### src/rtl/spi_flash_fe_pkg.sv
package spi_flash_fe_pkg;

  localparam int BYTE_W = 8;
  localparam int BIT_W  = $clog2(BYTE_W);

  // Bus pins as they arrive, in one packed bundle for the synchronizer.
  typedef struct packed {
    logic sck;
    logic cs_n;
    logic hold_n;
    logic si;
  } pin_t;

  localparam int   PIN_W    = $bits(pin_t);
  // Idle pin levels loaded into the synchronizer during reset.
  localparam pin_t PIN_IDLE = '{sck: 1'b0, cs_n: 1'b1, hold_n: 1'b1, si: 1'b0};

endpackage

### src/rtl/spi_flash_fe_sync.sv
module spi_flash_fe_sync #(
  parameter int             W       = 4,
  parameter int             STAGES  = 2,
  parameter logic [W-1:0]   RST_VAL = '0
) (
  input  logic         clk,
  input  logic         rst_n,
  input  logic [W-1:0] d,
  output logic [W-1:0] q
);

  generate
    if (STAGES <= 1) begin : g_single
      logic [W-1:0] stg_q;
      always_ff @(posedge clk or negedge rst_n) begin
        if (!rst_n) stg_q <= RST_VAL;
        else        stg_q <= d;
      end
      assign q = stg_q;
    end else begin : g_chain
      logic [STAGES-1:0][W-1:0] stg_q;
      logic [STAGES-1:0][W-1:0] stg_d;
      always_comb begin
        stg_d[0] = d;
        for (int i = 1; i < STAGES; i++) stg_d[i] = stg_q[i-1];
      end
      always_ff @(posedge clk or negedge rst_n) begin
        if (!rst_n) stg_q <= {STAGES{RST_VAL}};
        else        stg_q <= stg_d;
      end
      assign q = stg_q[STAGES-1];
    end
  endgenerate

endmodule

### src/rtl/spi_flash_fe_hold.sv
module spi_flash_fe_hold (
  input  logic clk,
  input  logic rst_n,
  input  logic cs_act,
  input  logic sck_lvl,
  input  logic hold_n_lvl,
  output logic hold_q
);

  logic hold_d;

  // The pause line is only looked at while the clock is low, which
  // defers both entry and exit to the next low phase of the clock.
  always_comb begin
    hold_d = hold_q;
    if (!cs_act)       hold_d = 1'b0;
    else if (!sck_lvl) hold_d = ~hold_n_lvl;
  end

  always_ff @(posedge clk or negedge rst_n) begin
    if (!rst_n) hold_q <= 1'b0;
    else        hold_q <= hold_d;
  end

endmodule

### src/rtl/spi_flash_fe_rx.sv
module spi_flash_fe_rx
  import spi_flash_fe_pkg::*;
#(
  parameter int INDEX_MAX = 7,
  parameter int IDX_W     = 3
) (
  input  logic              clk,
  input  logic              rst_n,
  input  logic              clear,
  input  logic              shift_en,
  input  logic              si_lvl,
  output logic [BIT_W-1:0]  bit_cnt,
  output logic              rx_valid,
  output logic [BYTE_W-1:0] rx_byte,
  output logic [IDX_W-1:0]  rx_index
);

  localparam logic [BIT_W-1:0] BIT_LAST = BIT_W'(BYTE_W - 1);
  localparam logic [IDX_W-1:0] IDX_TOP  = IDX_W'(INDEX_MAX);

  logic [BIT_W-1:0]  bit_q, bit_d;
  logic [BYTE_W-2:0] acc_q, acc_d;
  logic [IDX_W-1:0]  cnt_q, cnt_d;
  logic              vld_q, vld_d;
  logic [BYTE_W-1:0] byte_q, byte_d;
  logic [IDX_W-1:0]  idx_q, idx_d;

  always_comb begin
    bit_d  = bit_q;
    acc_d  = acc_q;
    cnt_d  = cnt_q;
    vld_d  = 1'b0;
    byte_d = byte_q;
    idx_d  = idx_q;
    if (clear) begin
      bit_d = '0;
      cnt_d = '0;
    end else if (shift_en) begin
      bit_d = bit_q + 1'b1;
      acc_d = {acc_q[BYTE_W-3:0], si_lvl};
      if (bit_q == BIT_LAST) begin
        vld_d  = 1'b1;
        byte_d = {acc_q, si_lvl};
        idx_d  = cnt_q;
        if (cnt_q != IDX_TOP) cnt_d = cnt_q + 1'b1;
      end
    end
  end

  always_ff @(posedge clk or negedge rst_n) begin
    if (!rst_n) begin
      bit_q  <= '0;
      acc_q  <= '0;
      cnt_q  <= '0;
      vld_q  <= 1'b0;
      byte_q <= '0;
      idx_q  <= '0;
    end else begin
      bit_q  <= bit_d;
      acc_q  <= acc_d;
      cnt_q  <= cnt_d;
      vld_q  <= vld_d;
      byte_q <= byte_d;
      idx_q  <= idx_d;
    end
  end

  assign bit_cnt  = bit_q;
  assign rx_valid = vld_q;
  assign rx_byte  = byte_q;
  assign rx_index = idx_q;

endmodule

### src/rtl/spi_flash_fe_tx.sv
module spi_flash_fe_tx
  import spi_flash_fe_pkg::*;
(
  input  logic              clk,
  input  logic              rst_n,
  input  logic              clear,
  input  logic              fall_en,
  input  logic [BIT_W-1:0]  bit_cnt,
  input  logic [BYTE_W-1:0] tx_byte,
  input  logic              tx_valid,
  output logic              tx_req,
  output logic              so_bit,
  output logic              loaded
);

  logic [BYTE_W-1:0] sh_q, sh_d;
  logic              act_q, act_d;
  logic              boundary;

  assign boundary = (bit_cnt == '0);
  assign tx_req   = fall_en & boundary;

  // The answer to a request is taken straight into the shifter.
  always_comb begin
    sh_d  = sh_q;
    act_d = act_q;
    if (clear) begin
      act_d = 1'b0;
    end else if (fall_en) begin
      if (boundary) begin
        sh_d  = tx_byte;
        act_d = tx_valid;
      end else begin
        sh_d = {sh_q[BYTE_W-2:0], 1'b0};
      end
    end
  end

  always_ff @(posedge clk or negedge rst_n) begin
    if (!rst_n) begin
      sh_q  <= '0;
      act_q <= 1'b0;
    end else begin
      sh_q  <= sh_d;
      act_q <= act_d;
    end
  end

  assign so_bit = sh_q[BYTE_W-1];
  assign loaded = act_q;

endmodule

### src/rtl/spi_flash_fe.sv
module spi_flash_fe
  import spi_flash_fe_pkg::*;
#(
  parameter int  INDEX_MAX   = 7,
  parameter int  SYNC_STAGES = 2,
  localparam int IDX_W       = (INDEX_MAX < 1) ? 1 : $clog2(INDEX_MAX + 1)
) (
  input  logic              clk,
  input  logic              rst_n,
  input  logic              sck,
  input  logic              cs_n,
  input  logic              hold_n,
  input  logic              si,
  output logic              so_data,
  output logic              so_oe,
  output logic              frame_start,
  output logic              rx_valid,
  output logic [BYTE_W-1:0] rx_byte,
  output logic [IDX_W-1:0]  rx_index,
  output logic              tx_req,
  input  logic [BYTE_W-1:0] tx_byte,
  input  logic              tx_valid
);

  pin_t pins_raw;
  pin_t pins_s;

  assign pins_raw = '{sck: sck, cs_n: cs_n, hold_n: hold_n, si: si};

  spi_flash_fe_sync #(
    .W       (PIN_W),
    .STAGES  (SYNC_STAGES),
    .RST_VAL (PIN_IDLE)
  ) u_sync (
    .clk   (clk),
    .rst_n (rst_n),
    .d     (pins_raw),
    .q     (pins_s)
  );

  logic sck_lvl, cs_act;
  logic sck_p, cs_act_p;
  logic sck_rise, sck_fall;
  logic hold_q, run;
  logic [BIT_W-1:0] bit_cnt;
  logic so_bit, loaded;

  assign sck_lvl = pins_s.sck;
  assign cs_act  = ~pins_s.cs_n;

  always_ff @(posedge clk or negedge rst_n) begin
    if (!rst_n) begin
      sck_p    <= 1'b0;
      cs_act_p <= 1'b0;
    end else begin
      sck_p    <= sck_lvl;
      cs_act_p <= cs_act;
    end
  end

  assign sck_rise    = sck_lvl & ~sck_p;
  assign sck_fall    = ~sck_lvl & sck_p;
  assign frame_start = cs_act & ~cs_act_p;
  // Edges count only while selected and not paused (registered pause state).
  assign run         = cs_act & ~hold_q;

  spi_flash_fe_hold u_hold (
    .clk        (clk),
    .rst_n      (rst_n),
    .cs_act     (cs_act),
    .sck_lvl    (sck_lvl),
    .hold_n_lvl (pins_s.hold_n),
    .hold_q     (hold_q)
  );

  spi_flash_fe_rx #(
    .INDEX_MAX (INDEX_MAX),
    .IDX_W     (IDX_W)
  ) u_rx (
    .clk      (clk),
    .rst_n    (rst_n),
    .clear    (~cs_act),
    .shift_en (run & sck_rise),
    .si_lvl   (pins_s.si),
    .bit_cnt  (bit_cnt),
    .rx_valid (rx_valid),
    .rx_byte  (rx_byte),
    .rx_index (rx_index)
  );

  spi_flash_fe_tx u_tx (
    .clk      (clk),
    .rst_n    (rst_n),
    .clear    (~cs_act),
    .fall_en  (run & sck_fall),
    .bit_cnt  (bit_cnt),
    .tx_byte  (tx_byte),
    .tx_valid (tx_valid),
    .tx_req   (tx_req),
    .so_bit   (so_bit),
    .loaded   (loaded)
  );

  assign so_data = so_bit;
  assign so_oe   = cs_act & ~hold_q & loaded;

endmodule

### config.mk
export PLATFORM = sky130hd
export DESIGN_NAME = spi_flash_fe
export DESIGN_NICKNAME = d
export VERILOG_FILES = /design/src/rtl/spi_flash_fe_pkg.sv /design/src/rtl/spi_flash_fe_sync.sv /design/src/rtl/spi_flash_fe_hold.sv /design/src/rtl/spi_flash_fe_rx.sv /design/src/rtl/spi_flash_fe_tx.sv /design/src/rtl/spi_flash_fe.sv
export SDC_FILE = /design/constraint.sdc
export NUM_CORES = 1
export LEC_CHECK = 0
export BUFFER_PORTS_ARGS = -buffer_cell sky130_fd_sc_hd__buf_2
export CORE_ASPECT_RATIO = 0.75
export CORE_MARGIN = 2
export CORE_UTILIZATION = 54
export DETAILED_ROUTE_END_ITERATION = 12
export GPL_TIMING_DRIVEN = 0
export PLACE_DENSITY = 0.86
export REMOVE_ABC_BUFFERS = 1
export SETUP_SLACK_MARGIN = 0.5
export SKIP_CTS_REPAIR_TIMING = 1
export SLEW_MARGIN = 20
export SYNTH_ARGS = -nofsm -noshare
export SYNTH_HDL_FRONTEND = slang
export SYNTH_SLANG_ARGS = --single-unit
### constraint.sdc
create_clock -name clk -period 3 [get_ports clk]
set_clock_uncertainty 0.2 [all_clocks]
set_input_delay 0.15 -clock clk [delete_from_list [all_inputs] [get_ports clk]]
set_output_delay 0.15 -clock clk [all_outputs]
set_load 0.005 [all_outputs]
# Word level (Yosys, flattened, before mapping)
# Index checks and enable logic that the tools add are counted.
classes:
  add_sub_neg: 2
  eq_ne: 3
  mux: 15
  n_bitwise: 14
  n_reduce_logical: 11
op_table:
  columns: ["op", "count"]
  rows:
  - ["3-bit two-way mux", 6]
  - ["2-bit nonzero test", 5]
  - ["1-bit AND", 8]
  - ["1-bit two-way mux", 8]
  - ["8-bit two-way mux", 1]
  - ["3-bit by 1-bit adder with 3-bit output, second input constant", 2]
  - ["1-bit inverter", 6]
  - ["2-bit AND reduction", 3]
  - ["3-bit AND reduction", 2]
  - ["3-bit == test, second input constant", 1]
  - ["3-bit zero test", 1]
  - ["3-bit != test, second input constant", 1]
  - ["2-bit != test, second input constant", 1]
totals:
  ff_bits: 45

# Depth between registers and ports, before layout
logic_depth:
  word_depth: 5
  ltp_mapped: 6
  depth_no_buf: 5

# Cells and area by module
# Synthesis repeated with hierarchy kept, for this count alone.
hier_totals:
  cells_unflattened: 138
  area_unflattened_um2: 1886.8
modules_own_cells:
  columns: ["mod", "instances", "cells_per_inst", "area_per_inst_um2", "seq_area_each_um2"]
  rows:
  - ["spi_flash_fe_rx", 1, 70, 1103.6, 625.6]
  - ["spi_flash_fe_tx", 1, 49, 449.2, 225.2]
  - ["spi_flash_fe_sync", 1, 8, 205.2, 205.2]
  - ["spi_flash_fe", 1, 7, 82.6, 50.0]
  - ["spi_flash_fe_hold", 1, 4, 46.3, 25.0]

# Worst setup path after synthesis
# No wires, ideal clock.
synth_path:
  path_kind: "register to register"
  from: "register u_sync.g_chain.stg_q, in the netlist u_sync.q[2]"
  to: "register u_rx.acc_q[3]"
  t_arrival_ns: 1.482
  path_slack_ns: 1.194
  stages_incl_launch_ff: 5
  path_buffers: 2
  path_cell_list: "dfstp_2 -> buf_4 -> nor4b_4 -> buf_2 -> mux2_2"
synth_between:
  elab_chain_len: 4
synth_lines:
  columns: ["element", "line_no", "rtl"]
  rows:
  - ["from (decl)", "spi_flash_fe_sync.sv:21", "logic [STAGES-1:0][W-1:0] stg_q;"]
  - ["from (signal assigned)", "spi_flash_fe_sync.sv:28", "if (!rst_n) stg_q <= {STAGES{RST_VAL}};"]
  - ["from (signal assigned)", "spi_flash_fe_sync.sv:29", "else stg_q <= stg_d;"]
  - ["1-bit inverter (no line) *", null, null]
  - ["1-bit AND", "spi_flash_fe.sv:65", "assign run = cs_act & ~hold_q;"]
  - ["1-bit AND", "spi_flash_fe.sv:83", ".shift_en (run & sck_rise),"]
  - ["2-bit AND reduction (no line) *", null, null]
  - ["to (signal assigned)", "spi_flash_fe_rx.sv:53", "acc_q <= '0;"]
  - ["to (signal assigned)", "spi_flash_fe_rx.sv:60", "acc_q <= acc_d;"]
  - ["to (decl)", "spi_flash_fe_rx.sv:22", "logic [BYTE_W-2:0] acc_q, acc_d;"]
# Every way passes the cells marked *; elsewhere a longest branch is shown, timed or not.
# A chain may end at the register's enable or synchronous reset.

# Worst setup path in the final report
layout_path:
  from: "register u_hold.hold_q"
  to: "output tx_req"
layout_between:
  elab_chain_len: 4
layout_lines:
  columns: ["element", "line_no", "rtl"]
  rows:
  - ["from (decl)", "spi_flash_fe_hold.sv:7", "output logic hold_q"]
  - ["from (signal assigned)", "spi_flash_fe_hold.sv:22", "else hold_q <= hold_d;"]
  - ["1-bit inverter", "spi_flash_fe.sv:65", null]
  - ["1-bit AND", "spi_flash_fe.sv:65", null]
  - ["1-bit AND", "spi_flash_fe.sv:95", ".fall_en (run & sck_fall),"]
  - ["1-bit AND", "spi_flash_fe_tx.sv:21", "assign tx_req = fall_en & boundary;"]
  - ["to (decl)", "spi_flash_fe.sv:20", "output logic tx_req,"]
# No other way between the ends.

==> flow_metrics.tcl <==
set metrics [dict create \
    ir_worst_vdd_mv 0.434 \
    crit_required_ps 2650 \
    ioPinCount 31 \
    hold_ws_ps -17.2 \
    start_kind "register" \
    cts_tree "done" \
    rows 18 \
    drive_gt1_share_pct 38.8 \
    track_usage_pct 17.3 \
    io_buffers 30 \
    antenna_found_initial 0 \
    p_switching_uw 307 \
    dp_cells 194 \
    stdcell_area_mm2 0.00226 \
    fin_setup_tns_ps 0 \
    comb_power_share_pct 10.7 \
    finalCriticalPeriod_ps 2270 \
    power_mw 1.34 \
    worstSkewPairLatency_ps 300 \
    end_kind "primary output" \
    syn_area_mm2 0.00181 \
    core_mm2 0.00324 \
    ant_nets 0 \
    grt-ovfl-total 0 \
    cts-buffers-inserted 5 \
    area_growth_pct 24.4 \
    grt_max_degree 46 \
    cts_max_level 2 \
    hp-class "input pin to register" \
    drc 0 \
    async_flop_share_pct 100 \
    fmax_mhz 440 \
    switching_share_pct 23.0 \
    wl_met1_mm 1.39 \
    clk_pin_slew_ps 80 \
    p_int_mw 1.03 \
    finalCritPeriodShare_pct 75.7 \
    dr_wl_met3_um 96 \
    top_layer "met4" \
    cts.path.max_buffers 2 \
    status "finished, violations left" \
    pwr-share-clk_pct 34.5 \
    place.gp.congestion 0.695 \
    cts.sinks 45 \
    setup_ws_ps 729 \
    hpwl_mm 1.99 \
    die_area_mm2 0.00384 \
    worstMarginPinSlew_ps 931 \
    wl_per_cell_um 15.1 \
    die_h_um 54.2 \
    start_util_pct 55.9 \
    grt_pass1_vias 1061 \
    dpl_cell_area_mm2 0.00198 \
    yosys.area.top_type_share_pct 56.6 \
    synth_edf_count 0 \
    syn_inst 129 \
    cap_viol_max_count 0 \
    slew_headroom_pct 38.0 \
    rsz0062_at_grt "no" \
    crit_fanout 18 \
    wirelength_mm 3.29 \
    place_ws_ps 625 \
    synth_area_leaders "dfrtp_1 (57%), mux2_4 (7.5%), mux2_2 (6.8%)" \
    syn_avg_cell_area_um2 14.1 \
    die_w_um 70.9 \
    synth-seq-area-share_pct 62.4 \
    setup-violations-final 0 \
    ys_seq_elements 45 \
    fin_cells 218 \
    wl_met2_mm 1.75 \
    vias 1105 \
    yosysTopAreaCell "dfrtp_1" \
    post-route-util_pct 69.6 \
    antenna_cells 0 \
    yosysMostFrequentCell "dfrtp_1" \
    ys.flop_type "dfrtp_1" \
    cts-root-buf "clkbuf_8" \
    drv_slew 0 \
    arrival_ps 1920 \
    cellLeakagePower_nw 1.19 \
    fin_nets 197 \
    p_per_area_mw_per_mm2 593 \
    vias_per_cell 5.07 \
    grt_pass1_wl_mm 4.80 \
    ys_types 24 \
    ys_top_cells_by_count "dfrtp_1 (41), mux2_2 (11), nor2_1 (10)" \
    violations "negative hold slack" \
    pwr-share-seq_pct 54.8 \
    setup.worst_path.class "register to primary output" \
    first_pass_iters 4 \
    hold_viol_final 1 \
    ys_warn_count 0 \
    drt_iter0_markers 46 \
]
[worst paths after layout]
check	from	endpoint	slack (ps)	cells after the start
setup reg to reg	u_sync.q[2]	u_rx.rx_index[0]	1060	4
hold reg to reg	u_sync.g_chain.stg_d[6]	u_sync.q[2]	160	0
setup / recovery	u_hold.hold_q	tx_req	730	3
hold / removal	tx_byte[1]	u_tx.sh_q[1]	-20	3
max in group asynchronous	rst_n	u_sync.g_chain.stg_d[4]	1670	2
min in group asynchronous	rst_n	sck_p	350	2
[cells by family (layout without fill, tap and decap cells)]
group                    Yosys count  after routing  synth area share, %
buffers and inverters             10             59                 2.97
AND/OR/NAND/NOR                   28             28                 8.77
multiplexers                      28             28                 18.7
AO/OA/AOI/OAI                     13             13                 3.73
adder cells (fa/ha/maj)            5              5                 3.45
flip-flops                        45             45                 62.4
[sequential cells by signal, summed over array words and instances, names as in the netlist]
register and flops:
cs_act_p 1, sck_p 1, u_hold.hold_q 1, u_rx.acc_q 7, u_rx.bit_cnt 3, u_rx.cnt_q 3, u_rx.rx_byte 8, u_rx.rx_index 3
u_rx.rx_valid 1, u_sync.g_chain.stg_d 4, u_sync.q 4, u_tx.loaded 1, u_tx.sh_q 8
[cells in the final DEF, fill, tap and decap left out, types with 5 or more instances in the layout]
| master | instances |
|---|---|
| a21oi_1 | 8 |
| clkbuf_8 | 6 |
| mux2_2 | 11 |
| nor2_1 | 10 |
| ha_1 | 5 |
| inv_1 | 5 |
| mux2_4 | 9 |
| buf_2 | 30 |
| dlygate4sd3_1 | 12 |
| mux2i_1 | 8 |
| dfrtp_1 | 41 |
| nand2_1 | 7 |
[metal layers]
metal / global-route usage, % / vias up
li1: - / 531
met4: 8.18 / 0
met1: 20.7 / 554
met2: 30.1 / 16
met3: 4.49 / 4
met5: 0 / -
[area by class of cell]
cell class                      count  area (um^2)
Sequential cell                    45         1130
Clock buffer                        7         86.3
Tap cell                           40         50.0
Fill cell                         220          987
Multi-Input combinational cell     74          639
Timing Repair Buffer               46          300
Inverter                            5         18.8
Clock inverter                      1         30.0
[critical path: stages (launching register included)]
cell,delay (ps)
dfrtp_1,460
nor4b_4,790
and2_1,250
buf_2,120
[power by group through the flow]
stage          clock network [mW]  registers [mW]  logic [mW]
5_1_grt                     0.495           0.741       0.159
2_1_floorplan                   0           0.724      0.0843
4_1_cts                     0.471           0.731       0.127
3_3_place_gp                    0           0.732       0.113
6_report                    0.462           0.732       0.143
3_5_place_dp                    0           0.741       0.124
Power figures use the tool's default switching activity.
